==> src/rtl/dcm_pkg.sv <==
package dcm_pkg;
    localparam int unsigned WORD_BITS = 16;
    typedef enum logic [1:0] {ST_IDLE, ST_LEAD, ST_SHIFT, ST_TRAIL} dcm_state_e;
endpackage

==> src/rtl/dcm_divider.sv <==
// Interval counter: counts system clocks while run is high and flags the
// last clock of an interval of 'limit' clocks, then restarts.
module dcm_divider #(
    parameter int CW = 4
) (
    input  logic          clk,
    input  logic          rst_n,
    input  logic          run,
    input  logic [CW-1:0] limit,
    output logic          hit
);
    logic [CW-1:0] cnt_d, cnt_q;

    assign hit = run && (cnt_q == limit - 1'b1);

    always_comb begin
        cnt_d = cnt_q + 1'b1;
        if (!run || hit) cnt_d = '0;
    end

    always_ff @(posedge clk or negedge rst_n) begin
        if (!rst_n) cnt_q <= '0;
        else        cnt_q <= cnt_d;
    end


    cnt_bound_chk: assert property (@(posedge clk) disable iff (!rst_n)
        run |-> (cnt_q < limit));
endmodule

==> src/rtl/dcm_shifter.sv <==
// Frame shift register: parallel load, MSB-first serial out, serial
// capture of the return line into the vacated LSB.
module dcm_shifter #(
    parameter int W = 48
) (
    input  logic         clk,
    input  logic         rst_n,
    input  logic         load,
    input  logic [W-1:0] load_val,
    input  logic         capture,
    input  logic         shift,
    input  logic         sdi,
    output logic         sout,
    output logic [W-1:0] data
);
    typedef struct packed {
        logic [W-1:0] sr;
        logic         cap;
    } shf_t;

    shf_t s_d, s_q;

    always_comb begin
        s_d = s_q;
        if (load)       s_d.sr = load_val;
        else if (shift) s_d.sr = {s_q.sr[W-2:0], s_q.cap};
        if (capture)    s_d.cap = sdi;
    end

    always_ff @(posedge clk or negedge rst_n) begin
        if (!rst_n) s_q <= '0;
        else        s_q <= s_d;
    end

    assign sout = s_q.sr[W-1];
    assign data = s_q.sr;


    load_shift_excl_chk: assert property (@(posedge clk) disable iff (!rst_n)
        !(load && shift));
endmodule

==> src/rtl/dac_chain_master.sv <==
module dac_chain_master
    import dcm_pkg::*;
#(
    parameter int N_DEV       = 3,
    parameter int DIV         = 4,
    parameter int LEAD        = 3,
    parameter int TRAIL       = 3,
    parameter bit SAMPLE_RISE = 1'b0
) (
    input  logic                       clk,
    input  logic                       rst_n,
    input  logic                       start,
    input  logic [WORD_BITS*N_DEV-1:0] words_in,
    output logic                       busy,
    output logic                       done,
    output logic [WORD_BITS*N_DEV-1:0] rd_data,
    output logic                       sclk,
    output logic                       sync_n,
    output logic                       din,
    input  logic                       sdo
);
    localparam int   NB       = WORD_BITS * N_DEV;
    localparam int   BW       = $clog2(NB + 1);
    localparam int   MAXL0    = (LEAD > TRAIL) ? LEAD : TRAIL;
    localparam int   MAXL     = (MAXL0 > DIV) ? MAXL0 : DIV;
    localparam int   CW       = $clog2(MAXL + 1);
    localparam logic IDLE_LVL = !SAMPLE_RISE;

    typedef struct packed {
        dcm_state_e    st;
        logic          act;
        logic          sync_n;
        logic          busy;
        logic          done;
        logic [BW-1:0] bits;
        logic [NB-1:0] rd;
    } ctl_t;

    ctl_t          c_d, c_q;
    logic          load, capture, shift, run, hit, sout;
    logic [CW-1:0] limit;
    logic [NB-1:0] sr_data;

    assign run = (c_q.st != ST_IDLE);

    always_comb begin
        unique case (c_q.st)
            ST_LEAD:  limit = CW'(LEAD);
            ST_TRAIL: limit = CW'(TRAIL);
            default:  limit = CW'(DIV);
        endcase
    end

    dcm_divider #(.CW(CW)) u_div (
        .clk   (clk),
        .rst_n (rst_n),
        .run   (run),
        .limit (limit),
        .hit   (hit)
    );

    dcm_shifter #(.W(NB)) u_shf (
        .clk      (clk),
        .rst_n    (rst_n),
        .load     (load),
        .load_val (words_in),
        .capture  (capture),
        .shift    (shift),
        .sdi      (sdo),
        .sout     (sout),
        .data     (sr_data)
    );

    always_comb begin
        c_d      = c_q;
        c_d.done = 1'b0;
        load     = 1'b0;
        capture  = 1'b0;
        shift    = 1'b0;
        unique case (c_q.st)
            ST_IDLE: begin
                if (start) begin
                    load       = 1'b1;
                    c_d.st     = ST_LEAD;
                    c_d.sync_n = 1'b0;
                    c_d.busy   = 1'b1;
                    c_d.bits   = '0;
                    c_d.act    = 1'b0;
                end
            end
            ST_LEAD: begin
                if (hit) c_d.st = ST_SHIFT;
            end
            ST_SHIFT: begin
                if (hit) begin
                    if (!c_q.act) begin
                        c_d.act = 1'b1;
                        capture = 1'b1;
                    end else begin
                        c_d.act  = 1'b0;
                        shift    = 1'b1;
                        c_d.bits = c_q.bits + 1'b1;
                        if (c_q.bits == BW'(NB - 1)) c_d.st = ST_TRAIL;
                    end
                end
            end
            ST_TRAIL: begin
                if (hit) begin
                    c_d.st     = ST_IDLE;
                    c_d.sync_n = 1'b1;
                    c_d.busy   = 1'b0;
                    c_d.done   = 1'b1;
                    c_d.rd     = sr_data;
                end
            end
            default: c_d.st = ST_IDLE;
        endcase
    end

    always_ff @(posedge clk or negedge rst_n) begin
        if (!rst_n) begin
            c_q        <= '0;
            c_q.st     <= ST_IDLE;
            c_q.sync_n <= 1'b1;
        end else begin
            c_q <= c_d;
        end
    end

    assign sclk    = c_q.act ? !IDLE_LVL : IDLE_LVL;
    assign sync_n  = c_q.sync_n;
    assign busy    = c_q.busy;
    assign done    = c_q.done;
    assign rd_data = c_q.rd;
    assign din     = sout;


    idle_sclk_chk: assert property (@(posedge clk) disable iff (!rst_n)
        c_q.sync_n |-> (sclk == IDLE_LVL));


    din_hold_chk: assert property (@(posedge clk) disable iff (!rst_n)
        (c_q.act && !$past(c_q.act)) |-> $stable(din));


    done_idle_chk: assert property (@(posedge clk) disable iff (!rst_n)
        c_q.done |-> (!c_q.busy && c_q.sync_n));


    bit_bound_chk: assert property (@(posedge clk) disable iff (!rst_n)
        c_q.bits <= BW'(NB));
endmodule

==> config.mk <==
export PLATFORM = sky130hd
export DESIGN_NAME = dac_chain_master
export DESIGN_NICKNAME = d
export VERILOG_FILES = /design/src/rtl/dcm_pkg.sv /design/src/rtl/dcm_divider.sv /design/src/rtl/dcm_shifter.sv /design/src/rtl/dac_chain_master.sv
export SDC_FILE = /design/constraint.sdc
export NUM_CORES = 1
export LEC_CHECK = 0
export ABC_AREA = 1
export BUFFER_PORTS_ARGS = -buffer_cell sky130_fd_sc_hd__clkbuf_2
export CAP_MARGIN = 20
export CORE_MARGIN = 2
export CORE_UTILIZATION = 58
export DETAILED_ROUTE_END_ITERATION = 16
export PLACE_DENSITY_LB_ADDON = 0.15
export SYNTH_ARGS = -nofsm -noshare
export SYNTH_HDL_FRONTEND = slang
export SYNTH_SLANG_ARGS = --single-unit
==> constraint.sdc <==
create_clock -name clk -period 4.5 [get_ports clk]
set_input_delay 0.225 -clock clk [delete_from_list [all_inputs] [get_ports clk]]
set_output_delay 0.225 -clock clk [all_outputs]
set_load 0.01 [all_outputs]
== Yosys cells after proc, flatten, opt, wreduce, memory -nomap -nowiden ==
Index checks and enable logic that the tools add are counted.
Storage, ports and cells
  register bits after elaboration: 112
  output and inout bits: 53
  logic and storage cells: 65
Cells by class
  add/subtract/negate cells: 3
  equality and inequality tests: 11
  muxes and demuxes: 27
  reductions and logical operators: 14
Operators with widths (count)
  two-way mux 48 bit: 2
  two-way mux 6 bit: 3
  two-way mux 3 bit: 4
  one-hot mux 6 bit (2 select lines): 1
  two-way mux 1 bit: 9
  two-way mux 2 bit: 4
  one-hot mux 2 bit (4 select lines): 1
  nonzero test 2 bit: 4
  adder 6 x 1 -> 6 bit (second input constant): 1
  == test 6 bit (second input constant): 1
  != test 2 x 1 -> 1 bit (second input constant): 3
  != test 2 bit (second input constant): 3
  AND reduction 3 bit: 2
  AND reduction 6 bit: 1
  two-way mux 5 bit: 1
  == test 2 bit (second input constant): 2
  one-hot mux 2 bit (2 select lines): 1
  AND reduction 4 bit: 1
  adder 3 x 1 -> 3 bit (second input constant): 1
  == test 3 bit: 1
  subtractor 3 x 1 -> 3 bit (second input constant): 1
  == test 2 x 1 -> 1 bit (second input constant): 1
  logical NOT 2 bit: 1
  one-hot mux 1 bit (2 select lines): 1
  other kinds (5): 5

== Depth between registers and ports, before layout ==
  depth after elaboration: 10
  mapped depth: 11
  mapped depth without buffers: 9

== Hierarchy ==
From an unflattened synthesis, not the netlist that was laid out.
Second synthesis, totals
  cells, all modules: 689
  area, all modules: 5662.9 um^2
By module, submodules not included
  dac_chain_master: times used 1, cells each 344, area each 2899.0 um^2, seq. area each 1502.7 um^2
  dcm_shifter: times used 1, cells each 314, area each 2549.9 um^2, seq. area each 1226.2 um^2
  dcm_divider: times used 1, cells each 31, area each 214.0 um^2, seq. area each 75.1 um^2

== Least setup slack after synthesis ==
No wires, ideal clock.
  path type: register -> register
  start point: register c_q[58] in the netlist's numbering
  end point: register u_shf.s_q, in the netlist u_shf.data[31]
  arrival: 1.527 ns
  slack: 2.856 ns
  stages on the path, launching flop included: 11
  buffers on the path: 2
  cell sequence: dfrtp_1 > inv_2 > ha_1 > inv_2 > nand3_2 > nor2_4 > nand2_2 > buf_2 > buf_6 > nand3_1 > nand2_1
On the way
  longest elaborated chain between the ends: 9
  elaborated cells between the ends (all ways): 15
RTL lines
  start: declaration: RTL line dac_chain_master.sv:39  | ctl_t c_d, c_q;
  == test 2 bit or == test 2 x 1 -> 1 bit (tied branches): RTL line dac_chain_master.sv:47  | unique case (c_q.st)
  OR reduction 2 bit (no source line)
  two-way mux 3 bit: RTL line dac_chain_master.sv:47
  subtractor 3 x 1 -> 3 bit: RTL line dcm_divider.sv:14  | assign hit = run && (cnt_q == limit - 1'b1);
  == test 3 bit: RTL line dcm_divider.sv:14
  logical AND 1 bit: RTL line dcm_divider.sv:14
  two-way mux 1 bit: RTL line dac_chain_master.sv:95  | if (hit) begin
  two-way mux 1 bit: RTL line dac_chain_master.sv:80  | unique case (c_q.st)
  nonzero test 2 bit (no source line)
  end signal: assignment: RTL line dcm_shifter.sv:31  | if (!rst_n) s_q <= '0;
  end signal: assignment: RTL line dcm_shifter.sv:32  | else s_q <= s_d;
  end: declaration: RTL line dcm_shifter.sv:21  | shf_t s_d, s_q;
Parallel ways exist; a longest one is shown, timed or not.
A chain may end at the register's enable or synchronous reset.

== Worst setup path after layout ==
  start point: register c_q[58] in the netlist's numbering
  end point: register u_shf.s_q, in the netlist u_shf.data[2]
Same word-level chain as after synthesis.

==> results.sh <==
export IMPL_cp_start_kind="register"
export IMPL_clock_skew_ps=14.2
export IMPL_grt_overflow=0
export IMPL_dp_final_hpwl_um=6870
export IMPL_initial_core_util_pct=59.6
export IMPL_drv_slew=0
export IMPL_slew_limit_headroom_pct=41.9
export IMPL_die_x_um=101
export IMPL_htree_levels=3
export IMPL_ir_worst_vdd_uv=311
export IMPL_fillers=835
export IMPL_worstHoldStart="sdo"
export IMPL_finalNetCount=718
export IMPL_cts_setup_buffers=0
export IMPL_crit_reg2reg_launch="c_q[58]$_DFFE_PN0P_"
export IMPL_clk_pin_slew_ps=100
export IMPL_worstPathCellList="inv_2 -> ha_1 -> inv_2 -> nand3_2 -> nor2_4 -> nand2_2 -> buf_4 -> nand2_2 -> nand2_1 -> nand2_1"
export IMPL_finalSetupTns_ps=0
export IMPL_hold_ws_ps=78.5
export IMPL_min_to="u_shf.s_q[0]$_DFFE_PN0P_"
export IMPL_cts_tree="yes"
export IMPL_crit_required_ps=4750
export IMPL_syn_area_um2=5500
export IMPL_netlist_area_leader_share_pct=50.5
export IMPL_clock_path_buffers=2
export IMPL_clkLatencyLatePin_ps=370
export IMPL_rows=35
export IMPL_wl_per_cell_um=13.3
export IMPL_cts_num_sinks=112
export IMPL_hold_class="in -> reg"
export IMPL_grt_pass1_wl_um=17900
export IMPL_r2r_slack_ps=1760
export IMPL_boundaryPins=105
export IMPL_yosys_register_bits=112
export IMPL_reg2regPathDepth=10
export IMPL_synth_area_per_cell_um2=8.90
export IMPL_setup_viol=0
export IMPL_worst_path_stages=10
export IMPL_crit_buf_inv=3
export IMPL_max_freq_ghz=0.365
export IMPL_area_growth_pct=7.32
export IMPL_grt_pass1_vias=3979
export IMPL_yosysWarnings=0
export IMPL_p_leak_nw=3.35
export IMPL_numCtsBuffers=9
export IMPL_diodes=0
export IMPL_route_detailed_drc=0
export IMPL_detail_route_vias_per_cell=4.95
export IMPL_tightest_slew_ps=869
export IMPL_antenna_found_initial=0
export IMPL_power_density_nw_per_um2=568
export IMPL_routed_wl_um=10600
export IMPL_finalPower_w=0.00336
export IMPL_critPathTopFamily="simple AND/OR/NAND/NOR gates"
export IMPL_maxCapViolCount=0
export IMPL_critical_path_class="reg -> reg"
export IMPL_antenna_left=0
export IMPL_layout_min_cycle_time_ps=2740
export IMPL_synth_largest_area_cell="dfrtp_1"
export IMPL_dieArea_um2=10300
export IMPL_fp_dieH_um=101
export IMPL_place_gp_congestion=0.775
export IMPL_cp_end_kind="register"
export IMPL_drive_above_1_share_pct=27.8
export IMPL_yosysSeqAreaShare_pct=51.0
export IMPL_syn_inst=618
export IMPL_slowest_delay_ps=640
export IMPL_crit_fanout=50
export IMPL_dr_pass1_iters=4
export IMPL_vias=3932
export IMPL_synth_cell_types=26
export IMPL_hold_viol=0
export IMPL_cts_root_buf="clkbuf_8"
export IMPL_rsz0062_at_grt="false"
export IMPL_netlist_top_cells_area="dfrtp_1 50%, nand2_1 18%, mux2_2 9.6%, buf_4 6.5%, nand3_1 5.3%"
export IMPL_port_buffers=104
export IMPL_drt_iter0_drc=172
export IMPL_core_um2=9240
export IMPL_utilization_pct=63.9
export IMPL_cp_slowest_cell="nand2_2"
export IMPL_period_share_pct=60.9
export IMPL_r2r_end="u_shf.data[2]$_DFFE_PN0P_"
export IMPL_grt_max_degree=78
export IMPL_hold_depth=3
export IMPL_syn_nets=676
export IMPL_status="finished, final reports clean"
export IMPL_crit_arrival_ps=2990
export IMPL_grt_usage_pct=21.9
-- Yosys cell counts --
cell / count
nand3_2: 2
buf_2: 14
inv_2: 3
nor3b_1: 1
nand3b_1: 1
xor2_1: 1
a21oi_1: 2
nand2_2: 3
nor2_1: 7
nor3_1: 2
mux2_2: 47
dfrtp_1: 111
ha_1: 6
o21bai_1: 1
nor2_4: 2
buf_4: 48
dfstp_2: 1
nand3_1: 58
or2_2: 3
nand2_1: 269
xnor2_1: 1
buf_1: 2
inv_1: 10
buf_6: 6
o21ai_0: 8
clkbuf_1: 9
-- tightest hold or removal path, delay by kind of cell --
family                 cells  cell delay, ps
AO/OA/AOI/OAI              1              70
buffers and inverters      1              70
AND/OR/NAND/NOR            1              40
-- cell type report --
| class | instances | area [µm²] | share of cell area [%] |
|---|---|---|---|
| multi-input cells | 414 | 2120 | 35.8 |
| repair buffers | 110 | 583 | 9.87 |
| inverters | 13 | 48.8 | 0.826 |
| clock buffers | 12 | 155 | 2.63 |
| clock inverters | 4 | 37.5 | 0.636 |
| flip-flops and latches | 112 | 2800 | 47.5 |
| well taps | 129 | 161 | 2.73 |
-- metal layers --
metal	global-route usage [%]	vias to the layer above	routed length, µm
met5	0	-	0
met4	8.52	0	180
met3	3.24	16	366
met2	35.9	75	4920
met1	29.5	1851	5100
li1	-	1990	-
-- power by group --
part | switching (W) | internal [W] | leakage [nW] | total [W]
sequential | 0.000240 | 0.00134 | 1.48 | 0.00158
clock | 0.000338 | 0.000240 | 0.0987 | 0.000577
combinational | 0.000653 | 0.000546 | 1.77 | 0.00120
total | 0.00123 | 0.00212 | 3.35 | 0.00336
-- flip-flops by register name (all words and copies together), names as in the netlist --
register and cells:
rd_data 48, u_shf.data 48, c_q 9, u_div.cnt_q 3, busy 1, done 1, sync_n 1, u_shf.s_q 1
-- cell usage in the layout, fill, tap and decap left out, types with 5 or more instances in the layout --
| cell type | instances |
|---|---|
| buf_4 | 5 |
| inv_1 | 10 |
| clkbuf_2 | 103 |
| nand3_1 | 58 |
| ha_1 | 6 |
| nand2_1 | 269 |
| clkbuf_8 | 11 |
| o21ai_0 | 8 |
| dfrtp_1 | 111 |
| nor2_1 | 7 |
| mux2_2 | 47 |
-- cell families (layout without fill, tap and decap cells) --
kind of cell,Yosys count,in the layout,synth area share (%)
flops,112,112,51.0
simple gates,348,348,26.0
mux,47,47,9.62
fa+ha+maj,6,6,1.36
buf+inv,92,139,10.7
xor+xnor,2,2,0.318
compound gates,11,11,1.05
-- worst max-delay path by stage --
stage,from,endpoint,slack (ps)
3_3_place_gp,c_q[58]$_DFFE_PN0P_,u_shf.data[42]$_DFFE_PN0P_,1900
2_1_floorplan,c_q[58]$_DFFE_PN0P_,u_shf.data[31]$_DFFE_PN0P_,2860
3_5_place_dp,c_q[58]$_DFFE_PN0P_,u_shf.data[2]$_DFFE_PN0P_,1780
6_report,c_q[58]$_DFFE_PN0P_,u_shf.data[2]$_DFFE_PN0P_,1760
4_1_cts,c_q[58]$_DFFE_PN0P_,u_shf.data[2]$_DFFE_PN0P_,1730
5_1_grt,c_q[59]$_DFFE_PN0P_,u_shf.data[41]$_DFFE_PN0P_,1510
-- metrics by stage --
step / setup slack [ps] / cells / instance area, µm²
5_1_grt: 1510 / 794 / 5910
3_5_place_dp: 1780 / 776 / 5680
3_3_place_gp: 1900 / 776 / 5680
4_1_cts: 1730 / 792 / 5880
2_1_floorplan: 2860 / 618 / 5500
6_report: 1760 / 794 / 5910
-- repair_timing --
action	in CTS	in global routing
resized for setup	0	0
hold endpoints to repair	0	32
hold buffers	0	1
Note: power is estimated with default switching activity, not from simulation.
